**src/rtl/bank_xbar_pkg.sv**
```systemverilog
package bank_xbar_pkg;
  typedef enum logic {
    MAP_ILV = 1'b0,
    MAP_SEQ = 1'b1
  } map_mode_e;
endpackage

```
**src/rtl/bank_xbar_amap.sv**
```systemverilog
module bank_xbar_amap #(
  parameter int AW = 8,
  parameter int BW = 2,
  localparam int RW = AW - BW
) (
  input  logic          mode_i,
  input  logic [AW-1:0] base_i,
  input  logic [AW-1:0] addr_i,
  output logic [BW-1:0] bank_o,
  output logic [RW-1:0] row_o
);
  import bank_xbar_pkg::*;
  logic [AW-1:0] eff;

  assign eff = base_i + addr_i;

  always_comb begin
    if (map_mode_e'(mode_i) == MAP_SEQ) begin
      bank_o = eff[AW-1:RW];
      row_o  = eff[RW-1:0];
    end else begin
      bank_o = eff[BW-1:0];
      row_o  = eff[AW-1:BW];
    end
  end
endmodule

```
**src/rtl/bank_xbar_arb.sv**
```systemverilog
module bank_xbar_arb #(
  parameter int NC = 4
) (
  input  logic [NC-1:0] hit_i,
  output logic [NC-1:0] gnt_o
);
  logic taken;
  // lowest index wins
  always_comb begin
    gnt_o = '0;
    taken = 1'b0;
    for (int i = 0; i < NC; i++) begin
      if (hit_i[i] && !taken) begin
        gnt_o[i] = 1'b1;
        taken    = 1'b1;
      end
    end
  end
endmodule

```
**src/rtl/bank_xbar_ram.sv**
```systemverilog
module bank_xbar_ram #(
  parameter int RW = 6,
  parameter int DW = 16,
  localparam int DEPTH = 2 ** RW
) (
  input  logic          clk_i,
  input  logic          en_i,
  input  logic          we_i,
  input  logic [RW-1:0] row_i,
  input  logic [DW-1:0] wdata_i,
  output logic [DW-1:0] rdata_o
);
  logic [DW-1:0] mem [DEPTH];

  always_ff @(posedge clk_i) begin
    if (en_i) begin
      if (we_i) mem[row_i] <= wdata_i;
      else      rdata_o    <= mem[row_i];
    end
  end
endmodule

```
**src/rtl/bank_xbar.sv**
```systemverilog
module bank_xbar #(
  parameter int NC = 4,
  parameter int NB = 4,
  parameter int AW = 8,
  parameter int DW = 16,
  parameter int CW = 16,
  localparam int BW = $clog2(NB),
  localparam int RW = AW - BW
) (
  input  logic             clk_i,
  input  logic             rst_ni,
  input  logic             mode_i,
  input  logic [NC-1:0]    req_i,
  input  logic [NC-1:0]    we_i,
  input  logic [NC*AW-1:0] addr_i,
  input  logic [NC*AW-1:0] base_i,
  input  logic [NC*DW-1:0] wdata_i,
  output logic [NC-1:0]    rvalid_o,
  output logic [NC*DW-1:0] rdata_o,
  output logic             stall_o,
  output logic [CW-1:0]    stall_cnt_o
);
  logic [NC-1:0]    served_q, pend, gnt;
  logic [NC*BW-1:0] bank_flat;
  logic [NC*RW-1:0] row_flat;
  logic [NB*NC-1:0] bgnt_flat;
  logic [NB*DW-1:0] bdout_flat;
  logic [NC-1:0]    rd_q;

  assign pend = req_i & ~served_q;

  for (genvar c = 0; c < NC; c++) begin : g_map
    bank_xbar_amap #(.AW(AW), .BW(BW)) amap_i (
      .mode_i (mode_i),
      .base_i (base_i[c*AW +: AW]),
      .addr_i (addr_i[c*AW +: AW]),
      .bank_o (bank_flat[c*BW +: BW]),
      .row_o  (row_flat[c*RW +: RW])
    );
  end

  for (genvar b = 0; b < NB; b++) begin : g_bank
    logic [NC-1:0] hit;
    logic          en, we;
    logic [RW-1:0] row;
    logic [DW-1:0] wd;

    always_comb begin
      for (int c = 0; c < NC; c++)
        hit[c] = pend[c] && (bank_flat[c*BW +: BW] == BW'(b));
    end

    bank_xbar_arb #(.NC(NC)) arb_i (
      .hit_i (hit),
      .gnt_o (bgnt_flat[b*NC +: NC])
    );

    // crossbar: steer the granted core onto this bank
    always_comb begin
      en  = |bgnt_flat[b*NC +: NC];
      we  = 1'b0;
      row = '0;
      wd  = '0;
      for (int c = 0; c < NC; c++) begin
        if (bgnt_flat[b*NC + c]) begin
          we  = we_i[c];
          row = row_flat[c*RW +: RW];
          wd  = wdata_i[c*DW +: DW];
        end
      end
    end

    bank_xbar_ram #(.RW(RW), .DW(DW)) ram_i (
      .clk_i   (clk_i),
      .en_i    (en),
      .we_i    (we),
      .row_i   (row),
      .wdata_i (wd),
      .rdata_o (bdout_flat[b*DW +: DW])
    );
  end

  always_comb begin
    gnt = '0;
    for (int b = 0; b < NB; b++) gnt = gnt | bgnt_flat[b*NC +: NC];
  end

  assign stall_o = |(pend & ~gnt);

  always_ff @(posedge clk_i or negedge rst_ni) begin
    if (!rst_ni) begin
      served_q    <= '0;
      stall_cnt_o <= '0;
    end else begin
      served_q <= stall_o ? (served_q | gnt) : '0;
      if (stall_o) stall_cnt_o <= stall_cnt_o + 1'b1;
    end
  end

  // return path: bank output is live for one cycle, then held per core
  for (genvar c = 0; c < NC; c++) begin : g_ret
    logic [BW-1:0] bank_q;
    logic [DW-1:0] hold_q, live;

    assign live = bdout_flat[bank_q*DW +: DW];

    always_ff @(posedge clk_i or negedge rst_ni) begin
      if (!rst_ni) begin
        rd_q[c] <= 1'b0;
        bank_q  <= '0;
        hold_q  <= '0;
      end else begin
        rd_q[c] <= gnt[c] & ~we_i[c];
        bank_q  <= bank_flat[c*BW +: BW];
        if (rd_q[c]) hold_q <= live;
      end
    end

    assign rdata_o[c*DW +: DW] = rd_q[c] ? live : hold_q;
  end

  assign rvalid_o = rd_q;
endmodule

```
**config.mk**
```make
export PLATFORM = sky130hd
export DESIGN_NAME = bank_xbar
export DESIGN_NICKNAME = d
export VERILOG_FILES = /design/src/rtl/bank_xbar_pkg.sv /design/src/rtl/bank_xbar_amap.sv /design/src/rtl/bank_xbar_arb.sv /design/src/rtl/bank_xbar_ram.sv /design/src/rtl/bank_xbar.sv
export SDC_FILE = /design/constraint.sdc
export NUM_CORES = 2
export LEC_CHECK = 0
export BUFFER_PORTS_ARGS = -buffer_cell sky130_fd_sc_hd__buf_2
export CORE_MARGIN = 3
export CORE_UTILIZATION = 35
export CTS_CLUSTER_SIZE = 12
export DETAILED_ROUTE_END_ITERATION = 6
export GPL_TIMING_DRIVEN = 1
export HOLD_SLACK_MARGIN = 0.05
export SKIP_CTS_REPAIR_TIMING = 1
export SYNTH_ARGS = -nofsm -noshare
export SYNTH_HDL_FRONTEND = slang
export SYNTH_SLANG_ARGS = --single-unit
```
**constraint.sdc**
```tcl
create_clock -name clk_i -period 6.1 [get_ports clk_i]
set_clock_uncertainty 0.1 [all_clocks]
set_input_delay 1.22 -clock clk_i [delete_from_list [all_inputs] [get_ports clk_i]]
set_output_delay 1.22 -clock clk_i [all_outputs]
set_load 0.01 [all_outputs]
```
==> results by group <==
Timing
  • Time the final worst path needs with I/O delays and setup: 6.05 ns
  • Pin slew with the least headroom to its limit: 1.35 ns
  • Setup TNS: 0 ns
  • Worst max-slew margin expressed relative to the limit: 9.07%
  • Worst slack on hold paths: 0.201 ns
  • Maximum achievable frequency: 0.165 GHz
  • Final period utilization: 99.2%
  • Fin. max-slew vios: 0
  • # setup viols final: 0
  • Number of hold violations in the final report: 0

Power
  • Switching power share of the total: between 30% and 40%
  • Fraction of power consumed by the clock network: 28.5%
  • Final Total Pwr: 88.7 mW
  • IR Drop Worst-Case VDD: ~0.32 mV
  • Internal cell power: between 50 and 60 mW
  • Leakage power: ~75 nW
  • Comb power frac: 30.7%
  • Power per standard cell area: around 420 nW/um^2
  • Net switching component of the power: about 30 mW
  • Part of the power in registers: between 40 and 50%

Clocking
  • TritonCTS buffer count: 437
  • Root buffer cell: sky130_fd_sc_hd__clkbuf_16
  • Number of buffers on the longest clock path: 4
  • # H-tree levels: 5
  • CTS clk-pin slew, worst paths: 0.08 ns
  • Clock tree from TritonCTS: done
  • Clock latency at the later pin of the worst-skew pair: 1.06 ns
  • Sink Count: 4256

Global routing
  • Largest net degree at the start of global routing: 65
  • Number of antenna violations at the first check in global routing: 48
  • Overall fraction of global-route tracks in use: 23.3%
  • Met1 Resource Use GR: 32.2%
  • Fraction of met3 tracks used by global routing: ~5.4%
  • Via count of the first global-routing pass: 112000
  • GR Layer Usage met2: 35.5%
  • Wire length of the first global-routing pass: 846000 um
  • Total congestion overflow after global routing: 0
  • GRT busiest layer: met2

Cells and area
  • Relative area change from synthesis to final layout: 24.3%
  • Post-route standard cell area excluding fillers: between 200000 and 250000 um^2
  • Final #Nets: between 10000 and 15000
  • Share of final-layout standard cells stronger than drive strength 1: approximately 22%
  • Final Instance Count excl. Fillers: 21100

Placement
  • Post-DP Area: 200000 um^2
  • # placed instances: roughly 20000
  • Routability congestion estimate: 0.958
  • DPL Wire Length: 417000 um
  • Count of buffers from port buffering: 223

Detailed routing
  • Count of unresolved DRC violations after routing: 10
  • Via-to-Cell Ratio: 5.67
  • TritonRoute pass-1 iters: 7
  • First DRT Iteration DRCs: between 15000 and 20000
  • WL per Instance: approximately 29 um
  • Routed Antenna Nets: 0
  • Final wirelength: roughly 600000 um
  • Count of vias placed by the detailed router: 119000

Logic synthesis
  • Leading post-synthesis cells by cell area: sky130_fd_sc_hd__edfxtp_1 73%, sky130_fd_sc_hd__nand2_1 5.4%, sky130_fd_sc_hd__a21oi_1 4.3%
  • Synthesized netlist net count: about 13000
  • Ys flop type: sky130_fd_sc_hd__edfxtp_1
  • Mean area per synthesized cell: 13.9 um^2
  • Number of instances in the synthesized netlist: 12400
  • Seq/Total Area, Yosys: 74.1%
  • EDFF count, synth: approximately 4200
  • Fraction of synthesis flops using an asynchronous set or reset pin: 2.26%
  • Flop and latch count out of synthesis: 4256
  • Share of Yosys cell area claimed by the top area cell type: a little over 70%
  • Post-synth design cell area: 172000 um^2
  • Synth unique cells: 97
  • Total number of yosys warnings: 0
  • Post-synth top area cell: sky130_fd_sc_hd__edfxtp_1

Worst setup path
  • CP Capture Type: output pin
  • Most common cell on crit path: sky130_fd_sc_hd__buf_2
  • Data arrival time of the worst path: 4.73 ns
  • Cell with the largest stage delay on the worst path: sky130_fd_sc_hd__or4_4
  • CP Cell Sequence: buf_2, ha_2, inv_1, fa_1, nand2b_1, a21oi_1, o211ai_1, a41oi_1, a211oi_1, buf_4, and3_4, or4_4, o211ai_4, buf_12, buf_2
  • Endpoint required time on the critical path: about 4.8 ns
  • Element type at the critical path start: input pin
  • Crit Path Category: input pin to output pin
  • Max Fanout on Critical Path: 7
  • Worst stage delay on the critical path: 0.54 ns

Die
  • Core outline area: about 490000 um^2
  • Initial cell density of the core: 35.2%
  • Floorplan row count: 256
  • Floorplan die area: 500000 um^2
  • Number of ports placed on the die boundary: approximately 220
  • Die span in y: slightly above 700 um
  • Die width: 707 um

Flow run
  • Number of violations of the max-capacitance limit: 0

Status
  • Violated checks: DRC
  • Result of the run: complete, but fails checks

Worst hold path
  • Hold/Removal Path Class: input pin to async pin
-- placed cells by master (no fill, tap or decap), drive strengths merged, types with 48 or more instances in the layout --
cell type,netlist,layout
mux4,64,64
nor2,425,425
o22ai,89,89
nor2b,52,52
dfrtp,96,96
a22oi,549,549
a21o,48,48
mux2i,160,160
a32o,75,75
clkinv,0,126
edfxtp,4160,4160
a21oi,1484,1484
nand2,2492,2492
clkbuf,468,579
a32oi,98,98
nand3,371,371
buf,393,2312
o21ai,92,92
a211oi,141,141
a31oi,57,57
a22o,131,131
a221oi,218,218
and3,70,70
mux2,81,81
nand4,92,92
-- cell families (layout without fill, tap and decap cells) --
group / Yosys count / in the layout / share of synthesized area (%)
buffers and inverters: 889 / 3082 / 2.15
flip-flops: 4256 / 4256 / 74.1
multiplexers: 305 / 305 / 2.30
XOR/XNOR: 37 / 37 / 0.188
AND/OR/NAND/NOR: 3698 / 3698 / 9.01
AO/OA/AOI/OAI: 3152 / 3152 / 12.0
other: 0 / 40 / 0
adder cells (fa/ha/maj): 33 / 33 / 0.258
-- power groups by stage --
| stage | Sequential [mW] | Combinational [mW] | Clock [mW] |
|---|---|---|---|
| 3_5_place_dp | 36.8 | 26.7 | 0 |
| 5_1_grt | 36.2 | 28.5 | 26.8 |
| 4_1_cts | 36.2 | 26.8 | 25.6 |
| 6_report | 36.2 | 27.2 | 25.3 |
| 3_3_place_gp | 36.8 | 26.5 | 0 |
| 2_1_floorplan | 36.3 | 11.8 | 0 |
-- critical path, delay by kind of cell --
family / cells / cell delay (ns)
AOI/OAI and AO/OA: 5 / 1.29
and+or+nand+nor: 3 / 0.94
adders and majority gates: 2 / 0.63
buffers and inverters: 5 / 0.60
-- layout make-up --
cell class	instances	area, um^2
diodes	40	100
clock buffers	579	11600
clock inverters	163	1650
fillers	43500	274000
inverters	28	108
multi-input cells	7225	42000
flip-flops and latches	4256	127000
well taps	6450	8070
repair buffers	2312	22900
-- metrics by stage --
| stage | setup slack (ns) | utilization (%) |
|---|---|---|
| final | 0.0508 | 43.8 |
| after global routing | -0.000745 | 43.8 |
| after CTS | -0.266 | 43.8 |
| after detailed placement | -1.20 | 41.0 |
| after global placement | -1.17 | 41.0 |
| after floorplan | -1.04 | - |
-- registers in the layout, indices dropped and copies added (netlist names) --
signal and cells:
g_bank.ram_i.rdata_o 64, served_q 4, g_ret.hold_q 64, g_ret.bank_q 8, g_bank.ram_i.mem 4096, rvalid_o 4
stall_cnt_o 16
-- Yosys cell counts (11+ instances only) --
library cell / count
sky130_fd_sc_hd__nand4_1: 92
sky130_fd_sc_hd__a2111oi_0: 15
sky130_fd_sc_hd__mux2_2: 81
sky130_fd_sc_hd__or2_2: 14
sky130_fd_sc_hd__o21ai_0: 87
sky130_fd_sc_hd__mux4_2: 64
sky130_fd_sc_hd__edfxtp_1: 4160
sky130_fd_sc_hd__o2bb2ai_1: 14
sky130_fd_sc_hd__a21boi_0: 17
sky130_fd_sc_hd__a211oi_1: 138
sky130_fd_sc_hd__o211ai_1: 11
sky130_fd_sc_hd__nand2b_1: 20
sky130_fd_sc_hd__or3_1: 26
sky130_fd_sc_hd__dfrtp_1: 96
sky130_fd_sc_hd__ha_1: 29
sky130_fd_sc_hd__a211o_1: 17
sky130_fd_sc_hd__clkbuf_1: 467
sky130_fd_sc_hd__nor3_1: 21
sky130_fd_sc_hd__a21oi_1: 1484
sky130_fd_sc_hd__nor2_1: 423
sky130_fd_sc_hd__nand3_1: 369
sky130_fd_sc_hd__o22ai_1: 88
sky130_fd_sc_hd__nor4_1: 33
sky130_fd_sc_hd__buf_2: 239
sky130_fd_sc_hd__nor2b_1: 52
sky130_fd_sc_hd__xnor2_1: 26
sky130_fd_sc_hd__a32oi_1: 98
sky130_fd_sc_hd__a21o_1: 47
sky130_fd_sc_hd__and4_1: 11
sky130_fd_sc_hd__inv_1: 24
sky130_fd_sc_hd__buf_1: 142
sky130_fd_sc_hd__a221oi_1: 209
sky130_fd_sc_hd__mux2i_1: 160
sky130_fd_sc_hd__or4_1: 24
sky130_fd_sc_hd__a311oi_1: 20
sky130_fd_sc_hd__xor2_1: 11
sky130_fd_sc_hd__a22o_1: 131
sky130_fd_sc_hd__nand2_1: 2491
sky130_fd_sc_hd__a32o_1: 75
sky130_fd_sc_hd__a31oi_1: 57
sky130_fd_sc_hd__a22oi_1: 548
sky130_fd_sc_hd__and2_1: 22
sky130_fd_sc_hd__and3_1: 69
-- per-layer routing --
layer	vias to the layer above	wire length, um
met3	1010	63300
met1	60800	242000
met2	6271	268000
met5	-	164
met4	24	27700
li1	51300	-
-- path summary, 6_finish.rpt --
| check | startpoint | to | slack [ns] | cells past startpoint |
|---|---|---|---|---|
| min in group clk_i | req_i[0] | served_q[0] | 0.33 | 2 |
| setup / recovery | addr_i[24] | stall_o | 0.05 | 15 |
| hold reg to reg | stall_cnt_o[15] | stall_cnt_o[15] | 0.37 | 1 |
| setup reg to reg | served_q[2] | g_bank[3].ram_i.rdata_o[11] | 1.27 | 14 |
| max in group asynchronous | rst_ni | g_ret[0].hold_q[15] | 4.35 | 2 |
| hold / removal | rst_ni | g_ret[2].hold_q[13] | 0.20 | 1 |
Power figures use the tool's default switching activity.
